### src/rtl/owslv_pkg.sv
package owslv_pkg;

    typedef enum logic [2:0] {
        ST_IDLE,
        ST_PRES_WAIT,
        ST_PRES_LOW,
        ST_RX_SLOT,
        ST_TX_SLOT,
        ST_SLOT_TAIL,
        ST_RST_LOW
    } owslv_state_e;

    function automatic int owslv_max4(input int a, input int b, input int c, input int d);
        int m;
        m = a;
        if (b > m) m = b;
        if (c > m) m = c;
        if (d > m) m = d;
        return m;
    endfunction

endpackage

### src/rtl/owslv_sync.sv
module owslv_sync #(
    parameter int STAGES = 2
) (
    input  logic clk,
    input  logic rst_n,
    input  logic raw_i,
    output logic line_o,
    output logic fall_o
);
    logic [STAGES-1:0] chain_q;
    logic              prev_q;

    generate
        if (STAGES == 1) begin : g_one
            always_ff @(posedge clk) begin
                if (!rst_n) chain_q <= '1;
                else        chain_q <= raw_i;
            end
        end else begin : g_many
            always_ff @(posedge clk) begin
                if (!rst_n) chain_q <= '1;
                else        chain_q <= {chain_q[STAGES-2:0], raw_i};
            end
        end
    endgenerate

    always_ff @(posedge clk) begin
        if (!rst_n) prev_q <= 1'b1;
        else        prev_q <= chain_q[STAGES-1];
    end

    assign line_o = chain_q[STAGES-1];
    assign fall_o = prev_q & ~chain_q[STAGES-1];

endmodule

### src/rtl/owslv_low_timer.sv
module owslv_low_timer #(
    parameter int RESET_TICKS = 480
) (
    input  logic clk,
    input  logic rst_n,
    input  logic line_i,
    output logic hit_o
);
    localparam int CW = $clog2(RESET_TICKS + 1);

    logic [CW-1:0] run_q;

    always_ff @(posedge clk) begin
        if (!rst_n) begin
            run_q <= '0;
            hit_o <= 1'b0;
        end else begin
            hit_o <= 1'b0;
            if (line_i) begin
                run_q <= '0;
            end else if (run_q != CW'(RESET_TICKS)) begin
                run_q <= run_q + 1'b1;
                if (run_q == CW'(RESET_TICKS - 1)) hit_o <= 1'b1;
            end
        end
    end

    AST_RESET_PULSE: assert property (@(posedge clk) disable iff (!rst_n)
        hit_o |=> !hit_o);
    AST_RESET_AFTER_LOW: assert property (@(posedge clk) disable iff (!rst_n)
        hit_o |-> $past(!line_i));

endmodule

### src/rtl/owslv_slot_fsm.sv
module owslv_slot_fsm
    import owslv_pkg::*;
#(
    parameter int PRES_WAIT = 30,
    parameter int PRES_LOW  = 120,
    parameter int SAMPLE_AT = 30,
    parameter int HOLD_ZERO = 30
) (
    input  logic clk,
    input  logic rst_n,
    input  logic line_i,
    input  logic fall_i,
    input  logic rst_hit_i,
    input  logic arm_i,
    input  logic send_i,
    input  logic send_val_i,
    output logic pull_o,
    output logic done_o,
    output logic rx_o
);
    localparam int MAXT = owslv_max4(PRES_WAIT, PRES_LOW, SAMPLE_AT, HOLD_ZERO);
    localparam int CW   = $clog2(MAXT + 1);

    owslv_state_e  state_q, state_d;
    logic [CW-1:0] cnt_q, cnt_d;
    logic          tx_q, tx_d;
    logic          fin;

    always_comb begin
        state_d = state_q;
        cnt_d   = cnt_q + 1'b1;
        tx_d    = tx_q;
        fin     = 1'b0;
        if (rst_hit_i) begin
            state_d = ST_RST_LOW;
            cnt_d   = '0;
        end else begin
            unique case (state_q)
                ST_IDLE: begin
                    cnt_d = '0;
                    if (fall_i) begin
                        if (!arm_i) begin
                            state_d = ST_SLOT_TAIL;
                        end else if (send_i) begin
                            state_d = ST_TX_SLOT;
                            tx_d    = send_val_i;
                        end else begin
                            state_d = ST_RX_SLOT;
                        end
                    end
                end
                ST_RST_LOW: begin
                    cnt_d = '0;
                    if (line_i) state_d = ST_PRES_WAIT;
                end
                ST_PRES_WAIT: begin
                    if (cnt_q == CW'(PRES_WAIT - 1)) begin
                        state_d = ST_PRES_LOW;
                        cnt_d   = '0;
                    end
                end
                ST_PRES_LOW: begin
                    if (cnt_q == CW'(PRES_LOW - 1)) begin
                        state_d = ST_SLOT_TAIL;
                        cnt_d   = '0;
                    end
                end
                ST_RX_SLOT: begin
                    if (cnt_q == CW'(SAMPLE_AT - 1)) begin
                        state_d = ST_SLOT_TAIL;
                        cnt_d   = '0;
                        fin     = 1'b1;
                    end
                end
                ST_TX_SLOT: begin
                    if (cnt_q == CW'(HOLD_ZERO - 1)) begin
                        state_d = ST_SLOT_TAIL;
                        cnt_d   = '0;
                        fin     = 1'b1;
                    end
                end
                ST_SLOT_TAIL: begin
                    cnt_d = '0;
                    if (line_i) state_d = ST_IDLE;
                end
                default: begin
                    state_d = ST_IDLE;
                    cnt_d   = '0;
                end
            endcase
        end
    end

    // state register
    always_ff @(posedge clk) begin
        if (!rst_n) begin
            state_q <= ST_IDLE;
            cnt_q   <= '0;
            tx_q    <= 1'b1;
        end else begin
            state_q <= state_d;
            cnt_q   <= cnt_d;
            tx_q    <= tx_d;
        end
    end

    // outputs
    always_ff @(posedge clk) begin
        if (!rst_n) begin
            done_o <= 1'b0;
            rx_o   <= 1'b1;
        end else begin
            done_o <= fin;
            if (fin && state_q == ST_RX_SLOT) rx_o <= line_i;
        end
    end

    assign pull_o = (state_q == ST_PRES_LOW) || (state_q == ST_TX_SLOT && !tx_q);

    AST_RESET_ENTERS: assert property (@(posedge clk) disable iff (!rst_n)
        rst_hit_i |=> state_q == ST_RST_LOW);
    AST_DONE_PULSE: assert property (@(posedge clk) disable iff (!rst_n)
        done_o |=> !done_o);
    AST_PRES_AFTER_RISE: assert property (@(posedge clk) disable iff (!rst_n)
        (state_q == ST_PRES_WAIT && $past(state_q) == ST_RST_LOW) |-> $past(line_i));
    AST_UNARMED_QUIET: assert property (@(posedge clk) disable iff (!rst_n)
        (state_q == ST_SLOT_TAIL && $past(state_q) == ST_IDLE) |-> !done_o);

endmodule

### src/rtl/owslv_engine.sv
module owslv_engine #(
    parameter int SYNC_STAGES = 2,
    parameter int RESET_TICKS = 480,
    parameter int PRES_WAIT   = 30,
    parameter int PRES_LOW    = 120,
    parameter int SAMPLE_AT   = 30,
    parameter int HOLD_ZERO   = 30
) (
    input  logic clk,
    input  logic rst_n,
    input  logic bus_in,
    output logic bus_pull,
    output logic bus_reset,
    input  logic slot_arm,
    input  logic slot_send,
    input  logic send_bit,
    output logic bit_done,
    output logic bit_rx
);
    logic line_s;
    logic fall_s;
    logic hit_s;

    owslv_sync #(.STAGES(SYNC_STAGES)) u_sync (
        .clk    (clk),
        .rst_n  (rst_n),
        .raw_i  (bus_in),
        .line_o (line_s),
        .fall_o (fall_s)
    );

    owslv_low_timer #(.RESET_TICKS(RESET_TICKS)) u_low (
        .clk    (clk),
        .rst_n  (rst_n),
        .line_i (line_s),
        .hit_o  (hit_s)
    );

    owslv_slot_fsm #(
        .PRES_WAIT (PRES_WAIT),
        .PRES_LOW  (PRES_LOW),
        .SAMPLE_AT (SAMPLE_AT),
        .HOLD_ZERO (HOLD_ZERO)
    ) u_fsm (
        .clk        (clk),
        .rst_n      (rst_n),
        .line_i     (line_s),
        .fall_i     (fall_s),
        .rst_hit_i  (hit_s),
        .arm_i      (slot_arm),
        .send_i     (slot_send),
        .send_val_i (send_bit),
        .pull_o     (bus_pull),
        .done_o     (bit_done),
        .rx_o       (bit_rx)
    );

    assign bus_reset = hit_s;

endmodule

### config.mk
export PLATFORM = sky130hd
export DESIGN_NAME = owslv_engine
export DESIGN_NICKNAME = d
export VERILOG_FILES = /design/src/rtl/owslv_pkg.sv /design/src/rtl/owslv_sync.sv /design/src/rtl/owslv_low_timer.sv /design/src/rtl/owslv_slot_fsm.sv /design/src/rtl/owslv_engine.sv
export SDC_FILE = /design/constraint.sdc
export NUM_CORES = 1
export LEC_CHECK = 0
export BUFFER_PORTS_ARGS = -buffer_cell sky130_fd_sc_hd__buf_2
export CAP_MARGIN = 15
export CELL_PAD_IN_SITES_DETAIL_PLACEMENT = 1
export CELL_PAD_IN_SITES_GLOBAL_PLACEMENT = 2
export CORE_UTILIZATION = 36
export DETAILED_ROUTE_END_ITERATION = 6
export PLACE_DENSITY = 0.87
export SLEW_MARGIN = 15
export SYNTH_ARGS = -nofsm -noshare
export SYNTH_HDL_FRONTEND = slang
export SYNTH_SLANG_ARGS = --single-unit
### constraint.sdc
create_clock -name clk -period 1.94 [get_ports clk]
set_input_delay 0.097 -clock clk [delete_from_list [all_inputs] [get_ports clk]]
set_output_delay 0.097 -clock clk [all_outputs]
set_load 0.01 [all_outputs]
### Yosys cells after proc, flatten, opt, wreduce, memory -nomap -nowiden

Index checks and enable logic that the tools add are counted.

| word-level totals | value |
|---|---|
| flip-flop bits (word level) | 26 |
| output and inout bits | 4 |
| word-level logic and storage cells | 69 |

| cells by class | value |
|---|---|
| $add $sub $neg | 2 |
| equality and inequality tests | 22 |
| muxes and demuxes | 17 |
| bitwise gates (word level) | 5 |
| reduce and logical (&&, ||, !) cells | 13 |

Operators with widths:

| kind | number |
|---|---|
| $mux W3 | 9 |
| $pmux W3 S6 | 1 |
| $mux W7 | 2 |
| $pmux W7 S2 | 1 |
| $reduce_and A6 Y1 | 2 |
| $add A9 B1 Y9 const B | 1 |
| $eq A3 B3 Y1 const B | 3 |
| $eq A9 B9 Y1 const B | 1 |
| $ne A3 B3 Y1 const B | 3 |
| $ne A9 B9 Y1 const B | 1 |
| $add A7 B1 Y7 const B | 1 |
| $eq A7 B5 Y1 const B | 1 |
| $eq A7 B7 Y1 const B | 1 |
| $eq A3 B2 Y1 const B | 2 |
| $ne A2 B1 Y1 const B | 3 |
| $ne A2 B2 Y1 const B | 3 |
| $ne A3 B2 Y1 const B | 2 |
| $reduce_or A2 Y1 | 3 |
| $reduce_or A3 Y1 | 2 |
| $reduce_and A5 Y1 | 1 |
| $mux W1 | 4 |
| $not A1 Y1 | 4 |
| $eq A3 B1 Y1 const B | 1 |
| $logic_not A3 Y1 | 1 |
| 5 further kinds | 6 |

### Longest topological paths before layout

Gate-level depths: netlist (run 1).

| depth | value |
|---|---|
| depth after elaboration | 5 |
| mapped depth | 6 |

### Hierarchy

A second synthesis (run 1) with hierarchy kept.

| second synthesis, totals | value |
|---|---|
| cells, all modules | 148 |
| area total of the unflattened synthesis | 1301.2 µm² |

By module, submodules not included:

| module | instances | cells each | area an instance (µm²) |
|---|---|---|---|
| owslv_slot_fsm | 1 | 85 | 720.7 |
| owslv_low_timer | 1 | 56 | 495.5 |
| owslv_sync | 1 | 7 | 85.1 |

### Worst setup path before layout (run 1)

No wires, ideal clock.

| path | value |
|---|---|
| path type | reg2reg |
| start point | reg u_fsm.cnt_q[0] |
| end point | reg u_fsm.state_q[0] |
| arrival | 1492 ps |
| data required time | 1824 ps |
| slack | 332 ps |
| stages on the path, launching flop included | 6 |
| buffers on the path | 0 |
| period minus slack after synthesis | 1608 ps |
| path through | dfxtp_1 -> ha_1 -> and4bb_4 -> a22oi_2 -> or4_1 -> o211a_1 |

| between the ends | value |
|---|---|
| cells in the longest elaborated chain, start to end | 3 |

RTL lines:

| item | RTL line | text |
|---|---|---|
| from (decl) | owslv_slot_fsm.sv:25 | `logic [CW-1:0] cnt_q, cnt_d;` |
| from (signal assigned) | owslv_slot_fsm.sv:102 | `cnt_q <= cnt_d;` |
| $eq A7 B7 Y1 or $eq A7 B5 Y1 (tied branches) | n/a |  |
| $ne A2 B1 Y1 (no line) | n/a |  |
| $reduce_and A6 Y1 (no line) (*) | n/a |  |
| to (signal assigned) | owslv_slot_fsm.sv:101 | `state_q <= state_d;` |
| to (decl) | owslv_slot_fsm.sv:24 | `owslv_state_e state_q, state_d;` |

Mark *: on every way between the ends. The rest lies on a longest branch, timed or not.
A chain may end at the register's enable or synchronous reset.

### Worst setup path after layout (run 1)

Ends and elaborated chain as after synthesis.

==> impl_metrics.tcl, run 1 <==
set metrics [dict create \
    drcViolationCount 0 \
    async_flop_share 0 \
    synthesis.nets 152 \
    finalSetupTns_ns 0 \
    vias 992 \
    internal_power_mw 0.873 \
    reg2reg_slack_ns 0.18 \
    postCtsSetupBuffers 0 \
    p_leak_nw 0.538 \
    critPathSlowestCell "or4_1" \
    synthDistinctLibCells 42 \
    min_from "rst_n" \
    p_sw_mw 0.328 \
    power_frac_comb 0.171 \
    tritoncts_num_sinks 26 \
    via_per_inst 5.04 \
    end_kind "flip-flop" \
    holdWs_ns 0.0294 \
    highest-signal-layer "met4" \
    mostFrequentLayoutCells "dfxtp_1 (26), nor2_1 (19), nand2_1 (10)" \
    post_cts_resized 0 \
    clock_latency_ns 0.32 \
    ir_worst_vdd_v 0.000256 \
    layout_commonest_cell "dfxtp_1" \
    cts_max_level 1 \
    wl_per_cell_um 13.1 \
    die_h_um 61.5 \
    gp_congestion 0.761 \
    hold_end "u_fsm.tx_q$_SDFFE_PN1P_" \
    core.rowCount 21 \
    grt_pass1_vias 1008 \
    fmax_ghz 0.569 \
    netlist_area_um2 1270 \
    cts_buffer_depth 2 \
    grt_usage 0.157 \
    met1Wirelength_um 1140 \
    critPathRequiredTime_ns 2.17 \
    maxSlewViolCount 0 \
    antenna_left 0 \
    slew_headroom 0.692 \
    yosys.area.top_type "dfxtp_1" \
    syn_to_final_growth_pct 11.3 \
    yosys_register_bits 26 \
    arrival_ns 1.99 \
    cp_max_fo 6 \
    synth_cells 141 \
    n_fill_cell 426 \
    clock_power_share 0.306 \
    drt_wl_total_um 2590 \
    crit_type "flip-flop to flip-flop" \
    cp_slowest_stage_delay_ns 0.52 \
    synthTopCellsByArea "dfxtp_1 (41%), nor2_1 (5.6%), xor2_1 (5.5%)" \
    yosysTopAreaCellShare 0.409 \
    post-route-min-period_ns 1.76 \
    grt_first_pass_wirelength_um 4330 \
    place_hpwl_um 1980 \
    multi_input_area_um2 703 \
    switching_share 0.273 \
    tightest_slew_ns 0.459 \
    min_period_over_period 0.906 \
    r2r-end "u_fsm.state_q[0]$_SDFFE_PP0P_" \
    synth-seq-area-share 0.409 \
    seqCellArea_um2 520 \
    cts_tree "done" \
    drt_iter0_markers 56 \
    dr_wl_met2_um 1370 \
    dp_slack_ns 0.191 \
    pwr-share-seq 0.522 \
    reg2regPathDepth 5 \
    p_per_area_nw_per_um2 848 \
    fin_ws_ns 0.183 \
    met3_length_um 65 \
    die_x_um 61.5 \
    grt_max_degree 16 \
    layout-drive-gt1-share 0.119 \
    grt_overflow_total 0 \
    synth_edf_count 0 \
    diodes 0 \
    max-cap-violations 0 \
    postSynthAreaPerCell_um2 9.03 \
    initial_core_util 0.379 \
    hold_class "primary input to flip-flop" \
    worstPathCellList "ha_1 > and4bb_4 > a22oi_2 > or4_1 > o211a_1" \
    critPathLaunchType "flip-flop" \
    fin_nets 163 \
    whs_path_depth 2 \
    ctsHoldBuffers 2 \
    clockRootBuffer "clkbuf_4" \
    port_buffers 9 \
    r2r_start "u_fsm.cnt_q[0]$_SDFF_PP0_" \
    first_pass_iters 4 \
    yosys_warnings 0 \
    finalHoldViolations 0 \
    ys.flop_type "dfxtp_1" \
    clk_pin_slew_ns 0.14 \
    clock_skew_ns 0.00800 \
    core_area_um2 3360 \
    status "finished, final reports clean" \
    dieArea_um2 3780 \
    setup_viol 0 \
    ios 10 \
    rsz0062_at_grt "false" \
    antenna_found_initial 0 \
    cts-buffers-inserted 3 \
]
[metal layers]
| metal | global-route usage | up-vias |
|---|---|---|
| met5 | 0 | - |
| met4 | 0.0571 | 0 |
| met3 | 0.0315 | 2 |
| met2 | 0.296 | 9 |
| met1 | 0.172 | 471 |
| li1 | - | 510 |
[sequential cells by signal (all words and copies together) (netlist names)]
| signal | flops |
|---|---|
| u_low.run_q | 9 |
| u_fsm.done_o | 1 |
| u_fsm.tx_q | 1 |
| u_sync.prev_q | 1 |
| u_low.hit_o | 1 |
| u_fsm.rx_o | 1 |
| u_fsm.state_q | 3 |
| u_fsm.cnt_q | 7 |
| u_sync.chain_q | 2 |
[Yosys cell counts, types with 2 or more instances]
library cell	n
dfxtp_1	26
nor2_1	19
nand2_1	10
xor2_1	8
ha_1	5
inv_1	5
nand2b_1	5
nand3_1	5
nand4_1	5
mux2i_1	4
nor2b_1	4
o21ai_0	4
xnor2_1	4
nor3_1	3
o211ai_1	3
a21oi_1	2
and4_1	2
clkbuf_1	2
or3b_2	2
[cell families after synthesis]
logic type	share of synthesized area
AOI/OAI and AO/OA	0.0815
xor gates and xnor gates	0.0825
adders and majority gates	0.0491
buffers and inverters	0.0393
DFF	0.409
muxes	0.0314
and+or+nand+nor	0.307
[critical path: cells and delay by family (launching register included)]
family                   cells  cell delay [ns]
AO/OA/AOI/OAI                2             0.24
adder cells (fa/ha/maj)      1             0.19
flip-flops                   1             0.46
AND/OR/NAND/NOR              2             0.78
[final cells by class]
| cell class | instances | share of cell area |
|---|---|---|
| clock buffer | 3 | 0.0159 |
| clock inverter | 1 | 0.0212 |
| inverter | 5 | 0.0132 |
| multi-input combinational | 105 | 0.496 |
| sequential | 26 | 0.367 |
| tap | 46 | 0.0406 |
| timing repair buffer | 11 | 0.0459 |
[power groups by stage]
stage	Sequential, mW	Combinational, mW	Clock, mW
after floorplan	0.597	0.204	0
after global placement	0.634	0.193	0
after detailed placement	0.639	0.203	0
after CTS	0.628	0.208	0.387
after global routing	0.637	0.225	0.412
final	0.627	0.206	0.368
[metrics by stage]
step                instance area [um2]  utilization  cells  total power, mW
floorplan                          1270            -    141            0.801
global placement                   1350        0.400    191            0.827
detailed placement                 1350        0.400    191            0.843
CTS                                1420        0.422    197             1.22
global route                       1420        0.422    197             1.27
finish                             1420        0.422    197             1.20
[worst max path at each step]
stage	cells past startpoint	from	slack (ns)	end
5_1_grt	4	u_fsm.state_q[1]$_SDFFE_PN0P_	0.06	u_fsm.cnt_q[6]$_SDFF_PP0_
6_report	5	u_fsm.cnt_q[0]$_SDFF_PP0_	0.18	u_fsm.state_q[0]$_SDFFE_PP0P_
3_5_place_dp	5	u_fsm.cnt_q[0]$_SDFF_PP0_	0.19	u_fsm.state_q[0]$_SDFFE_PP0P_
4_1_cts	5	u_fsm.cnt_q[0]$_SDFF_PP0_	0.18	u_fsm.state_q[0]$_SDFFE_PP0P_
3_3_place_gp	5	u_fsm.cnt_q[0]$_SDFF_PP0_	0.27	u_fsm.state_q[0]$_SDFFE_PP0P_
2_1_floorplan	5	u_fsm.cnt_q[0]$_SDFF_PP0_	0.33	u_fsm.state_q[0]$_SDFFE_PP0P_
Note: power is estimated with default switching activity, not from simulation.
==> run 2, diff against run 1 <==
- PLACE_DENSITY: 0.87 -> 0.77
==> run 2 against run 1 <==
Final area shrank 1.1%. Sequential power is essentially flat. Non-clock buffer count is the same. Critical path type unchanged. Clock power shrank 29%. Cell count is the same. Largest cell class unchanged. Clock skew is essentially flat. First-iteration DRC count shrank 36%. Critical path depth shrank 1. Sequential share of layout area grew 0.43 points. Utilization shrank 0.48 points. Register-to-register slack is essentially flat. Highest routed layer unchanged.
==> impl_metrics.tcl, run 2 (synthesis results as in run 1) <==
set metrics [dict create \
    fin_nets 163 \
    switching_share 0.288 \
    dieArea_um2 3780 \
    clockRootBuffer "clkbuf_4" \
    status "finished, final reports clean" \
    grt_pass1_vias 905 \
    placed_cells 191 \
    mostFrequentLayoutCells "dfxtp_1 (26), nor2_1 (19), nand2_1 (10)" \
    clock_power_share 0.239 \
    grt_max_degree 15 \
    end_kind "flip-flop" \
    setup_viol 0 \
    regMostFlops "u_low.run_q" \
    first_pass_iters 4 \
    antenna_found_initial 0 \
    place_hpwl_um 1930 \
    drt_wl_total_um 2490 \
    layout-drive-gt1-share 0.119 \
    maxSlewViolCount 0 \
    slew_headroom 0.646 \
    gp_congestion 0.731 \
    pwr-share-seq 0.575 \
    syn_to_final_growth_pct 10.0 \
    clock_latency_ns 0.31 \
    port_buffers 9 \
    via_per_inst 5.06 \
    layout_commonest_cell "dfxtp_1" \
    fmax_ghz 0.570 \
    cts_max_level 1 \
    internal_power_mw 0.778 \
    cts_buffer_depth 2 \
    vias 997 \
    largest_reg_flops 9 \
    drt_iter0_markers 36 \
    finalSetupTns_ns 0 \
    grt_overflow_total 0 \
    clk_pin_slew_ns 0.13 \
    min_period_over_period 0.904 \
    n_fill_cell 428 \
    cp_max_fo 11 \
    core_area_um2 3360 \
    drcViolationCount 0 \
    wl_per_cell_um 12.6 \
    die_h_um 61.5 \
    tightest_slew_ns 0.527 \
    max-cap-violations 0 \
    diodes 0 \
    antenna_left 0 \
    post-route-min-period_ns 1.75 \
    min_from "rst_n" \
    p_sw_mw 0.315 \
    critPathRequiredTime_ns 2.18 \
    cts-buffers-inserted 3 \
    crit_path_start "u_fsm.state_q[1]$_SDFFE_PN0P_" \
    critPathLaunchType "flip-flop" \
    power_frac_comb 0.187 \
    p_per_area_nw_per_um2 780 \
    grt_first_pass_wirelength_um 3890 \
    ir_worst_vdd_v 0.000296 \
    tritoncts_num_sinks 26 \
    rsz0062_at_grt "false" \
    stdcell_count 197 \
    reg_top3 "u_low.run_q x9, u_fsm.cnt_q x7, u_fsm.state_q x3" \
    cts_tree "done" \
    die_x_um 61.5 \
    r2r_start "u_fsm.state_q[1]$_SDFFE_PN0P_" \
    finalHoldViolations 0 \
    ios 10 \
    initial_core_util 0.379 \
    crit_type "flip-flop to flip-flop" \
    postCtsSetupBuffers 0 \
    grt_usage 0.139 \
    p_leak_nw 0.531 \
    arrival_ns 2.00 \
    clock_skew_ns 0.00847 \
    core.rowCount 21 \
    hold_class "primary input to flip-flop" \
]
[run 2: changes by cell type in the layout (fill, tap and decap cells not counted)]
cell / change
clkbuf_8: +1
bufinv_16: -1
[run 2: layout make-up]
type,count,area (um2),share of cell area
Clock buffer,4,36.3,0.0259
Inverter,5,18.8,0.0134
Multi-Input combinational cell,105,703,0.502
Sequential cell,26,520,0.371
Tap cell,46,57.6,0.0411
Timing Repair Buffer,11,65.1,0.0464
[run 2: path summary, 6_finish.rpt]
path                                  endpoint  slack, ns  cells past startpoint
setup reg to reg     u_fsm.cnt_q[2]$_SDFF_PP0_       0.19                      4
hold / removal         u_fsm.tx_q$_SDFFE_PN1P_       0.05                      2
setup / recovery     u_fsm.cnt_q[2]$_SDFF_PP0_       0.19                      4
hold reg to reg   u_sync.chain_q[1]$_SDFF_PN1_       0.45                      1
[run 2: worst max-delay path: stages (launching register included)]
cell,delay [ns]
dfxtp_1,0.56
or3b_2,0.47
a31oi_1,0.23
o21ai_1,0.25
nor2_1,0.18
[run 2: timing repair]
item / in CTS / in global routing
endpoints found under the setup margin: 0 / 0
hold buffers: 2 / 0
resized for setup: 0 / 0
hold endpoints to repair: 2 / 0
[run 2: metrics by stage]
stage | worst slack [ns] | area, um2 | hold WS, ns | utilization | total power [mW]
2_1_floorplan | 0.332 | 1270 | 0.198 | - | 0.801
3_3_place_gp | 0.278 | 1350 | 0.278 | 0.400 | 0.827
3_5_place_dp | 0.209 | 1350 | 0.293 | 0.400 | 0.845
4_1_cts | 0.184 | 1400 | 0.0415 | 0.417 | 1.11
5_1_grt | 0.0809 | 1400 | 0.0392 | 0.417 | 1.17
6_report | 0.186 | 1400 | 0.0515 | 0.417 | 1.09
[run 2: metal layers]
layer  vias up  share of wire  global-route usage
met5         -              0                   0
met4         0          0.013              0.0540
met3         4          0.023              0.0273
met2         8           0.50               0.241
met1       478           0.46               0.170
li1        507              -                   -
[run 2: power by group through the flow]
| stage | sequential [mW] | combinational (mW) | clock (mW) |
|---|---|---|---|
| after global routing | 0.637 | 0.228 | 0.309 |
| final | 0.628 | 0.204 | 0.261 |
| after floorplan | 0.597 | 0.204 | 0 |
| after detailed placement | 0.641 | 0.204 | 0 |
| after global placement | 0.633 | 0.194 | 0 |
| after CTS | 0.629 | 0.209 | 0.277 |
